`src/rtl/prbs_mon_pkg.sv`:
```
package prbs_mon_pkg;

    typedef enum logic [0:0] {
        ST_SEEK = 1'b0,
        ST_LOCK = 1'b1
    } sync_state_t;

    localparam int REG_AW = 2;

    localparam logic [REG_AW-1:0] RA_ERR = 2'd0;
    localparam logic [REG_AW-1:0] RA_MFC = 2'd1;
    localparam logic [REG_AW-1:0] RA_OVF = 2'd2;
    localparam logic [REG_AW-1:0] RA_MSK = 2'd3;

endpackage

```
`src/rtl/prbs_lock_fsm.sv`:
```
module prbs_lock_fsm
    import prbs_mon_pkg::*;
#(
    parameter int LFSR_W   = 15,
    parameter int TAP_HI   = 15,
    parameter int TAP_LO   = 14,
    parameter int LOCK_RUN = 15
) (
    input  logic clk,
    input  logic rst_n,
    input  logic bit_valid,
    input  logic bit_in,
    output logic bit_err
);

    localparam int RUN_W = $clog2(LOCK_RUN + 1);
    localparam logic [RUN_W-1:0] RUN_LAST = RUN_W'(LOCK_RUN - 1);

    sync_state_t      state_q, state_d;
    logic [LFSR_W-1:0] hist_q;
    logic [RUN_W-1:0]  run_q;
    logic              pred;
    logic              match;
    logic              shift_bit;

    assign pred  = hist_q[TAP_HI-1] ^ hist_q[TAP_LO-1];
    assign match = (bit_in == pred);

    // state register
    always_ff @(posedge clk or negedge rst_n) begin
        if (!rst_n) begin
            state_q <= ST_SEEK;
        end else begin
            state_q <= state_d;
        end
    end

    // next state: restart / run_done / hold
    always_comb begin
        state_d = state_q;
        unique case (state_q)
            ST_SEEK: begin
                if (bit_valid && match && (run_q == RUN_LAST)) begin
                    state_d = ST_LOCK;
                end
            end
            ST_LOCK: begin
                state_d = ST_LOCK;
            end
        endcase
    end

    // outputs of the state machine
    always_comb begin
        bit_err   = 1'b0;
        shift_bit = bit_in;
        unique case (state_q)
            ST_SEEK: begin
                shift_bit = bit_in;
            end
            ST_LOCK: begin
                shift_bit = pred;
                bit_err   = bit_valid && !match;
            end
        endcase
    end

    always_ff @(posedge clk or negedge rst_n) begin
        if (!rst_n) begin
            hist_q <= '0;
        end else if (bit_valid) begin
            hist_q <= {hist_q[LFSR_W-2:0], shift_bit};
        end
    end

    always_ff @(posedge clk or negedge rst_n) begin
        if (!rst_n) begin
            run_q <= '0;
        end else if (bit_valid && (state_q == ST_SEEK)) begin
            run_q <= match ? (run_q + RUN_W'(1)) : '0;
        end
    end

    // once locked, the checker stays locked
    p_lock_hold_r2: assert property (@(posedge clk) disable iff (!rst_n)
        (state_q == ST_LOCK) |=> (state_q == ST_LOCK));

    // lock is entered only from a run one short of the target
    p_lock_entry_r2: assert property (@(posedge clk) disable iff (!rst_n)
        $rose(state_q == ST_LOCK) |-> ($past(run_q) == RUN_LAST));

    // the run never exceeds the lock target
    p_run_bound_r2: assert property (@(posedge clk) disable iff (!rst_n)
        run_q <= RUN_W'(LOCK_RUN));

    // no error is reported while seeking
    p_seek_silent_r4: assert property (@(posedge clk) disable iff (!rst_n)
        (state_q == ST_SEEK) |-> !bit_err);

endmodule

```
`src/rtl/prbs_wrap_counter.sv`:
```
module prbs_wrap_counter #(
    parameter int W = 8
) (
    input  logic         clk,
    input  logic         rst_n,
    input  logic         inc,
    input  logic         load,
    input  logic [W-1:0] load_val,
    output logic [W-1:0] count,
    output logic         wrap
);

    localparam logic [W-1:0] CNT_MAX = {W{1'b1}};

    always_ff @(posedge clk or negedge rst_n) begin
        if (!rst_n) begin
            count <= '0;
        end else if (load) begin
            count <= load_val;
        end else if (inc) begin
            count <= count + W'(1);
        end
    end

    assign wrap = inc && !load && (count == CNT_MAX);

    // an increment adds exactly one, wrapping
    p_inc_one_r5: assert property (@(posedge clk) disable iff (!rst_n)
        (inc && !load) |=> (count == $past(count) + W'(1)));

    // without load or increment the count holds
    p_hold_r4: assert property (@(posedge clk) disable iff (!rst_n)
        (!inc && !load) |=> $stable(count));

    // a load wins over an increment
    p_load_r6: assert property (@(posedge clk) disable iff (!rst_n)
        load |=> (count == $past(load_val)));

endmodule

```
`src/rtl/prbs_reg_port.sv`:
```
module prbs_reg_port
    import prbs_mon_pkg::*;
#(
    parameter int DW = 8
) (
    input  logic              clk,
    input  logic              rst_n,
    input  logic [REG_AW-1:0] reg_addr,
    input  logic              reg_wr,
    input  logic              reg_rd,
    input  logic              mask_wbit,
    input  logic [DW-1:0]     err_count,
    input  logic [DW-1:0]     mf_count,
    input  logic              err_wrap,
    output logic              err_load,
    output logic              mf_load,
    output logic [DW-1:0]     rdata,
    output logic              irq
);

    logic ovf_q;
    logic mask_q;
    logic ovf_rd;

    assign err_load = reg_wr && (reg_addr == RA_ERR);
    assign mf_load  = reg_wr && ((reg_addr == RA_MFC) || (reg_addr == RA_ERR));
    assign ovf_rd   = reg_rd && (reg_addr == RA_OVF);

    always_ff @(posedge clk or negedge rst_n) begin
        if (!rst_n) begin
            ovf_q <= 1'b0;
        end else if (err_wrap) begin
            ovf_q <= 1'b1;
        end else if (ovf_rd) begin
            ovf_q <= 1'b0;
        end
    end

    always_ff @(posedge clk or negedge rst_n) begin
        if (!rst_n) begin
            mask_q <= 1'b0;
        end else if (reg_wr && (reg_addr == RA_MSK)) begin
            mask_q <= mask_wbit;
        end
    end

    always_comb begin
        rdata = '0;
        unique case (reg_addr)
            RA_ERR: rdata = err_count;
            RA_MFC: rdata = mf_count;
            RA_OVF: rdata = {{(DW-1){1'b0}}, ovf_q};
            RA_MSK: rdata = {{(DW-1){1'b0}}, mask_q};
        endcase
    end

    assign irq = ovf_q && mask_q;

    // a rollover always leaves the flag set
    p_ovf_set_r7: assert property (@(posedge clk) disable iff (!rst_n)
        err_wrap |=> ovf_q);

    // the flag is sticky without a clearing read
    p_ovf_sticky_r7: assert property (@(posedge clk) disable iff (!rst_n)
        (ovf_q && !ovf_rd) |=> ovf_q);

    // a clearing read without a rollover drops the flag
    p_ovf_clear_r7: assert property (@(posedge clk) disable iff (!rst_n)
        (ovf_rd && !err_wrap) |=> !ovf_q);

    // a mask write leaves the flag alone
    p_mask_keeps_flag_r8: assert property (@(posedge clk) disable iff (!rst_n)
        (reg_wr && (reg_addr == RA_MSK) && !err_wrap && ovf_q) |=> ovf_q);

endmodule

```
`src/rtl/prbs_rate_mon.sv`:
```
module prbs_rate_mon
    import prbs_mon_pkg::*;
#(
    parameter int CNT_W    = 8,
    parameter int LFSR_W   = 15,
    parameter int TAP_HI   = 15,
    parameter int TAP_LO   = 14,
    parameter int LOCK_RUN = 15
) (
    input  logic             clk,
    input  logic             rst_n,
    input  logic             bit_valid,
    input  logic             bit_in,
    input  logic             mf_start,
    input  logic [1:0]       reg_addr,
    input  logic             reg_wr,
    input  logic             reg_rd,
    input  logic [CNT_W-1:0] reg_wdata,
    output logic [CNT_W-1:0] reg_rdata,
    output logic             irq
);

    logic             bit_err;
    logic             err_load;
    logic             mf_load;
    logic             err_wrap;
    logic             mf_wrap_unused;
    logic [CNT_W-1:0] err_count;
    logic [CNT_W-1:0] mf_count;
    logic [CNT_W-1:0] mf_load_val;

    assign mf_load_val = (reg_addr == RA_MFC) ? reg_wdata : '0;

    prbs_lock_fsm #(
        .LFSR_W  (LFSR_W),
        .TAP_HI  (TAP_HI),
        .TAP_LO  (TAP_LO),
        .LOCK_RUN(LOCK_RUN)
    ) u_lock (
        .clk      (clk),
        .rst_n    (rst_n),
        .bit_valid(bit_valid),
        .bit_in   (bit_in),
        .bit_err  (bit_err)
    );

    prbs_wrap_counter #(.W(CNT_W)) u_err_cnt (
        .clk     (clk),
        .rst_n   (rst_n),
        .inc     (bit_err),
        .load    (err_load),
        .load_val(reg_wdata),
        .count   (err_count),
        .wrap    (err_wrap)
    );

    prbs_wrap_counter #(.W(CNT_W)) u_mf_cnt (
        .clk     (clk),
        .rst_n   (rst_n),
        .inc     (mf_start),
        .load    (mf_load),
        .load_val(mf_load_val),
        .count   (mf_count),
        .wrap    (mf_wrap_unused)
    );

    prbs_reg_port #(.DW(CNT_W)) u_regs (
        .clk      (clk),
        .rst_n    (rst_n),
        .reg_addr (reg_addr),
        .reg_wr   (reg_wr),
        .reg_rd   (reg_rd),
        .mask_wbit(reg_wdata[0]),
        .err_count(err_count),
        .mf_count (mf_count),
        .err_wrap (err_wrap),
        .err_load (err_load),
        .mf_load  (mf_load),
        .rdata    (reg_rdata),
        .irq      (irq)
    );

    // writing the error counter restarts the multiframe window
    p_err_wr_clears_mf_r6: assert property (@(posedge clk) disable iff (!rst_n)
        (reg_wr && (reg_addr == RA_ERR)) |=> (mf_count == '0));

    // an interrupt always has a flag behind it
    p_irq_has_flag_r8: assert property (@(posedge clk) disable iff (!rst_n)
        irq |-> (u_regs.ovf_q == 1'b1));

endmodule

```
`config.mk`:
```
export PLATFORM = sky130hd
export DESIGN_NAME = prbs_rate_mon
export DESIGN_NICKNAME = d
export VERILOG_FILES = /design/src/rtl/prbs_mon_pkg.sv /design/src/rtl/prbs_lock_fsm.sv /design/src/rtl/prbs_wrap_counter.sv /design/src/rtl/prbs_reg_port.sv /design/src/rtl/prbs_rate_mon.sv
export SDC_FILE = /design/constraint.sdc
export NUM_CORES = 1
export LEC_CHECK = 0
export BUFFER_PORTS_ARGS = -buffer_cell sky130_fd_sc_hd__buf_2
export CAP_MARGIN = 20
export CORE_UTILIZATION = 40
export DETAILED_ROUTE_END_ITERATION = 10
export GPL_TIMING_DRIVEN = 0
export PLACE_DENSITY_LB_ADDON = 0.12
export SLEW_MARGIN = 30
export SYNTH_ARGS = -nofsm -noshare
export SYNTH_HDL_FRONTEND = slang
export SYNTH_HIERARCHICAL = 1
export SYNTH_SLANG_ARGS = --single-unit
```
`constraint.sdc`:
```
create_clock -name clk -period 2.6 [get_ports clk]
set_input_delay 0.26 -clock clk [delete_from_list [all_inputs] [get_ports clk]]
set_output_delay 0.26 -clock clk [all_outputs]
set_load 0.03 [all_outputs]
```
==> summary.txt, run 1 <==
Synth
  – Syn nets: between 200 and 250
  – Synthesis Warnings: 6
  – Post-synthesis cell area: roughly 2100 µm²
  – Avg Cell Area, Syn: approximately 11 µm²
  – Post-Synthesis Cells: about 200

Place
  – Place WS: ~550 ps
  – Port Buffers: 23
  – GPL Wtd Cong: about 0.72
  – Placed insts: between 200 and 300
  – Final HPWL DP: between 3000 and 4000 µm

CTS
  – Clk slew on worst S/H paths: 80 ps
  – Setup bufs post-CTS: 0
  – Hold Buf Count CTS: 0
  – CTS Root Cell: clkbuf_8
  – Worst skew pair latency: approximately 290 ps
  – Clock sinks: 38
  – Htree depth: 2
  – Post-cts resize count: 0
  – CTS Buf Count: 5
  – Clk buf depth: 2
  – TritonCTS clock tree: done

Floorplan
  – Die Height: roughly 75 µm
  – Starting Density: 41.3%
  – Die area: between 5000 and 6000 µm²
  – Std-Cell Rows: 26
  – Die X: ~75 µm
  – Core area: about 5100 µm²
  – Ports: 26

Global routing
  – Pin count of the biggest net entering global routing: 39
  – Vias in the first global route: between 1000 and 1500
  – Antenna violations before repair: 0
  – First-pass GRT wire length: 6870 µm
  – Total global routing overflow: 0
  – GRT Resource Usage Total: 16.8%

Critical path
  – CP Max Fanout: 7
  – Worst setup SP type: flop
  – Slowest stage delay, CP: about 500 ps
  – Worst path cell trace: xor3_2, and3_2, buf_4, nand4_2, or4_1, nand3_1
  – Data required, critical path: approximately 2800 ps
  – Critical Path End Type: flop
  – R2R Setup Slk: approximately 540 ps
  – Crit path DAT: 2290 ps
  – Crit-path leading delay family: simple AND/OR/NAND/NOR gates
  – Worst Reg-to-Reg Cells: 6
  – Worst path slowest cell: or4_1
  – Buffers plus inverters on the worst setup path: 1
  – Crit Path Class: flop to flop
  – Reg2reg start: u_lock/hist_q[13]$_DFFE_PN0P_
  – Capture point of the worst reg-to-reg path: u_err_cnt/count[7]$_DFFE_PN0P_

Pwr
  – Switching Fraction: between 30% and 40%
  – Clk pwr share: between 20% and 30%
  – Logic pwr share: 25.5%
  – Sequential group share of total power: approximately half
  – Leak: about 0.0012 µW
  – Pwr Total: 1930 µW
  – Peak VDD IR: about 0.25 mV
  – P_sw: ~610 µW
  – Internal Power: 1320 µW
  – Power Dens Cells: just under 800 nW/µm²

Worst hold path
  – Worst hold path depth: 3
  – Worst Hold Class: input port to flop
  – Worst Min Path Start: reg_wdata[3]
  – Hold Path Sink: u_err_cnt/count[3]$_DFFE_PN0P_

Finish
  – Antenna cells: 0
  – Synthesis-to-layout area growth: 15.6%
  – Layout Nets: between 200 and 250
  – Count of non-filler cells in the finished layout: just under 300
  – Fillers: 517
  – Layout cells sized above 1: between 20% and 30%

Timing
  – Final worst slack: between 500 and 600 ps
  – Clk_skew: 3.56 ps
  – Hold Vio Cnt, Final: 0
  – Setup TNS: 0 ps
  – Slew @ Worst Pin: 483 ps
  – Fmax: between 400 and 500 MHz
  – Final setup fails: 0
  – Final Cycle Share: roughly 80%
  – Final worst path period need: ~2100 ps
  – Pins Over Slew Limit: 0
  – Relative slew slack: 67.8%
  – RSZ-0062 raised after global routing: no

Job
  – Max-cap violations: 0

Drt
  – Vias: 1537
  – Routed Antenna Nets: 0
  – Drt pass-1 iters: 4
  – Iteration-0 DRC Markers: 62
  – Total wire length: 4220 µm
  – Vias/cell: between 5 and 6
  – DR DRC count: 0
  – Drt wl/cell: around 14 µm

Outcome
  – Status: complete, no violations
-- through the flow --
stage                     hold slack [ps]  util [%]  area [µm²]
final                                 200      47.7        2440
after CTS                             105      47.5        2430
after floorplan                     -35.6         -        2110
after global placement                431      45.3        2310
after global routing                  211      47.7        2440
after detailed placement              431      45.3        2310
-- routing by layer --
| metal | share of wire, % | GRT usage [%] |
|---|---|---|
| met5 | 0 | 0 |
| met4 | 1.3 | 6.92 |
| met3 | 4.1 | 4.28 |
| met2 | 43 | 24.7 |
| met1 | 51 | 23.5 |
-- tightest hold or removal path, cell delays in order --
cell and delay (ps):
buf_2 90, nand2_1 50, o21ai_0 60
-- cells in the final DEF (no fill, tap or decap), drive strengths merged, types with 2 or more instances in the layout --
cell type  count
dfrtp         38
buf           33
nand2         23
mux2          16
o21ai         16
mux2i         10
nand4          9
and3b          8
nor2           8
xor2           6
nand3          6
clkbuf         5
nor2b          5
or4            4
ha             4
inv            3
nand2b         3
xnor2          3
and3           3
clkinvlp       2
nor3           2
or2            2
a41o           2
o211ai         2
a21oi          2
a21o           2
-- worst max-delay path by stage --
stage | from | end | cells past startpoint
2_1_floorplan | u_lock/hist_q[13]$_DFFE_PN0P_ | u_err_cnt/count[7]$_DFFE_PN0P_ | 6
3_3_place_gp | u_lock/hist_q[13]$_DFFE_PN0P_ | u_err_cnt/count[7]$_DFFE_PN0P_ | 6
3_5_place_dp | u_lock/hist_q[13]$_DFFE_PN0P_ | u_err_cnt/count[7]$_DFFE_PN0P_ | 6
4_1_cts | u_lock/hist_q[13]$_DFFE_PN0P_ | u_err_cnt/count[7]$_DFFE_PN0P_ | 6
5_1_grt | u_lock/hist_q[13]$_DFFE_PN0P_ | u_err_cnt/count[7]$_DFFE_PN0P_ | 6
6_report | u_lock/hist_q[13]$_DFFE_PN0P_ | u_err_cnt/count[7]$_DFFE_PN0P_ | 6
-- layout make-up --
class	count	area (µm²)	share of cell area, %
Buffer	10	72.6	2.98
Sequential cell	38	951	39.0
Timing Repair Buffer	24	128	5.23
Multi-Input combinational cell	145	1070	44.1
Clock buffer	5	68.8	2.82
Tap cell	70	87.6	3.59
Clock inverter	3	45.0	1.85
Inverter	3	11.3	0.462
-- power groups by stage --
stage | Clock, µW | Combinational (µW) | Sequential (µW)
3_5_place_dp | 0 | 495 | 947
3_3_place_gp | 0 | 489 | 946
4_1_cts | 528 | 498 | 935
6_report | 508 | 493 | 932
2_1_floorplan | 0 | 399 | 897
5_1_grt | 555 | 545 | 965
-- sequential cells by signal, summed over array words and instances, names as in the netlist --
| name | flops |
|---|---|
| u_lock/hist_q | 15 |
| u_err_cnt/count | 8 |
| u_mf_cnt/count | 8 |
| u_lock/run_q | 4 |
| u_lock/state_q | 1 |
| u_regs/mask_q | 1 |
| u_regs/ovf_q | 1 |
Note: power is estimated with default switching activity, not from simulation.
==> run 2: changes to the inputs <==
--- a/config.mk
+++ b/config.mk
@@ -5,6 +5,7 @@
 export SDC_FILE = /design/constraint.sdc
 export NUM_CORES = 1
 export LEC_CHECK = 0
+export ABC_AREA = 1
 export BUFFER_PORTS_ARGS = -buffer_cell sky130_fd_sc_hd__buf_2
 export CAP_MARGIN = 20
 export CORE_UTILIZATION = 40
==> constraint.sdc (replaced) <==
create_clock -name clk -period 1.77 [get_ports clk]
set_input_delay 0.177 -clock clk [delete_from_list [all_inputs] [get_ports clk]]
set_output_delay 0.177 -clock clk [all_outputs]
set_load 0.03 [all_outputs]
==> summary.txt, run 2 <==
Synth
  – Syn nets: 321 (+48%)
  – Avg Cell Area, Syn: 7.71 µm² (-28%)
  – Synthesis Warnings: 6 (unchanged)
  – Post-synthesis cell area: 2310 µm² (+9.7%)
  – Post-Synthesis Cells: 300 (+53%)

Timing
  – Pins Over Slew Limit: 0 (unchanged)
  – Final Cycle Share: 87.3% (+8.1 points)
  – Relative slew slack: 66.5% (-1.3 points)
  – Final worst slack: 225 ps (-317 ps)
  – Setup TNS: 0 ps (unchanged)
  – Final worst path period need: 1550 ps (-513 ps)
  – Slew @ Worst Pin: 503 ps (+19.4 ps)
  – RSZ-0062 raised after global routing: no
  – Final setup fails: 0 (unchanged)
  – Worst hold margin: 134 ps (-66.3 ps)
  – Clk_skew: 7.13 ps (+3.57 ps)
  – Fmax: 647 MHz (+33%)
  – Hold Vio Cnt, Final: 0 (unchanged)

Global routing
  – Pin count of the biggest net entering global routing: 39 (unchanged)
  – Vias in the first global route: 1947 (+39%)
  – Total global routing overflow: 0 (unchanged)
  – GRT Resource Usage Total: 19.0% (+2.3 points)
  – Antenna violations before repair: 0 (unchanged)
  – First-pass GRT wire length: 9110 µm (+33%)

Finish
  – Synthesis-to-layout area growth: 15.8%
  – Max reg flops: 15 (unchanged)
  – Commonest cells after routing, fill and taps aside: nand2_1 (79), dfrtp_1 (38), inv_1 (36), nand3_1 (31)
  – Layout Nets: 354 (+43%)
  – Antenna cells: 0 (unchanged)
  – Largest Register: u_lock/hist_q
  – Commonest non-fill, non-tap cell in the layout: nand2_1
  – Biggest regs: u_lock/hist_q x15, u_err_cnt/count x8, u_mf_cnt/count x8
  – Layout cells sized above 1: 22.8% (-6.6 points)

CTS
  – Clk slew on worst S/H paths: 80 ps (about the same)
  – Clock sinks: 38 (unchanged)
  – Clk buf depth: 2 (unchanged)
  – TritonCTS clock tree: done
  – Setup bufs post-CTS: 0 (unchanged)
  – Post-cts resize count: 0 (unchanged)
  – Htree depth: 2 (unchanged)
  – CTS Root Cell: clkbuf_8
  – CTS Buf Count: 5 (unchanged)
  – Worst skew pair latency: 290 ps (about the same)

Place
  – Port Buffers: 25 (+8.7%)
  – Place WS: 254 ps (-301 ps)
  – GPL Wtd Cong: 0.883 (+22%)
  – Final HPWL DP: 3740 µm (+24%)

Floorplan
  – Die area: 6090 µm² (+9.4%)
  – Ports: 26 (unchanged)
  – Std-Cell Rows: 27 (+3.8%)
  – Die Height: 78.1 µm (+4.6%)
  – Die X: 78.1 µm (+4.6%)
  – Starting Density: 41.8% (+0.45 points)
  – Core area: 5540 µm² (+8.5%)

Critical path
  – R2R Setup Slk: 220 ps (-320 ps)
  – Worst setup SP type: flop
  – Critical Path End Type: flop
  – Data required, critical path: 1940 ps (-890 ps)
  – Crit path DAT: 1720 ps (-570 ps)
  – CP Max Fanout: 8 (+1)
  – Crit Path Class: flop to flop

Drt
  – Iteration-0 DRC Markers: 129 (+110%)
  – Drt wl/cell: 12.6 µm (-11%)
  – DR DRC count: 0 (unchanged)
  – Drt pass-1 iters: 4 (unchanged)
  – Vias/cell: 4.86 (-5.8%)
  – Routed Antenna Nets: 0 (unchanged)
  – Vias: 1972 (+28%)
  – Total wire length: 5100 µm (+21%)

Pwr
  – Leak: 0.00137 µW (+19%)
  – Power Dens Cells: 1030 nW/µm² (+30%)
  – P_sw: 925 µW (+51%)
  – Internal Power: 1830 µW (+39%)
  – Switching Fraction: 33.6% (+1.9 points)
  – Peak VDD IR: 0.333 mV (+35%)
  – Pwr Total: 2760 µW (+43%)
  – Clk pwr share: 32.3% (+6.0 points)
  – Logic pwr share: 23.2% (-2.3 points)
  – Sequential group share of total power: 44.5% (-3.7 points)

Worst hold path
  – Worst Hold Class: input port to flop

Job
  – Max-cap violations: 0 (unchanged)

Outcome
  – Status: complete, no violations
-- run 2: final timing paths --
| kind | endpoint | startpoint | cells after the start |
|---|---|---|---|
| max in group asynchronous | u_mf_cnt/count[0]$_DFFE_PN0P_ | rst_n | 2 |
| worst max-delay path | u_err_cnt/count[7]$_DFFE_PN0P_ | u_lock/hist_q[14]$_DFFE_PN0P_ | 8 |
| min in group asynchronous | u_lock/hist_q[11]$_DFFE_PN0P_ | rst_n | 2 |
| worst max register to register | u_err_cnt/count[7]$_DFFE_PN0P_ | u_lock/hist_q[14]$_DFFE_PN0P_ | 8 |
| worst min-delay path | u_err_cnt/count[1]$_DFFE_PN0P_ | reg_wdata[1] | 3 |
| worst min register to register | u_lock/hist_q[3]$_DFFE_PN0P_ | u_lock/hist_q[2]$_DFFE_PN0P_ | 2 |
-- run 2: final cells by class --
type | count | area, µm²
Tap cell | 72 | 90.1
Inverter | 45 | 174
Timing Repair Buffer | 26 | 138
Clock buffer | 5 | 68.8
Multi-Input combinational cell | 210 | 1110
Buffer | 7 | 75.1
Clock inverter | 3 | 68.8
Sequential cell | 38 | 951
Fill cell | 563 | 2860
-- run 2: metal layers --
layer | wire length [µm] | global-route usage (%) | share of wire [%]
met3 | 109 | 2.79 | 2.1
met5 | 0 | 0 | 0
met4 | 59 | 6.11 | 1.2
met2 | 2290 | 30.3 | 45
met1 | 2640 | 26.6 | 52
-- run 2: what timing repair did --
item                                    CTS  global route
hold buffers                              0             1
endpoints found under the hold margin     0            38
endpoints found under the setup margin    0             0
-- run 2: power by group through the flow --
stage / Sequential (µW) / Clock, µW / Combinational (µW)
floorplan: 1190 / 0 / 485
global placement: 1240 / 0 / 628
detailed placement: 1240 / 0 / 636
CTS: 1230 / 920 / 637
global route: 1260 / 951 / 739
finish: 1230 / 890 / 640
-- run 2: through the flow --
step                cell area (µm²)  std cells  util (%)
floorplan                      2310        300         -
global placement               2530        397      45.6
detailed placement             2530        397      45.6
CTS                            2670        405      48.1
global route                   2680        406      48.4
finish                         2680        406      48.4
-- run 2: critical path: stages (launching register included) --
cell and delay [ps]:
dfrtp_1 400, inv_1 100, nand2_2 80, nand3_2 90
nand2_4 90, nor3_4 240, nor2_4 110, a22oi_1 210
nand3_1 100
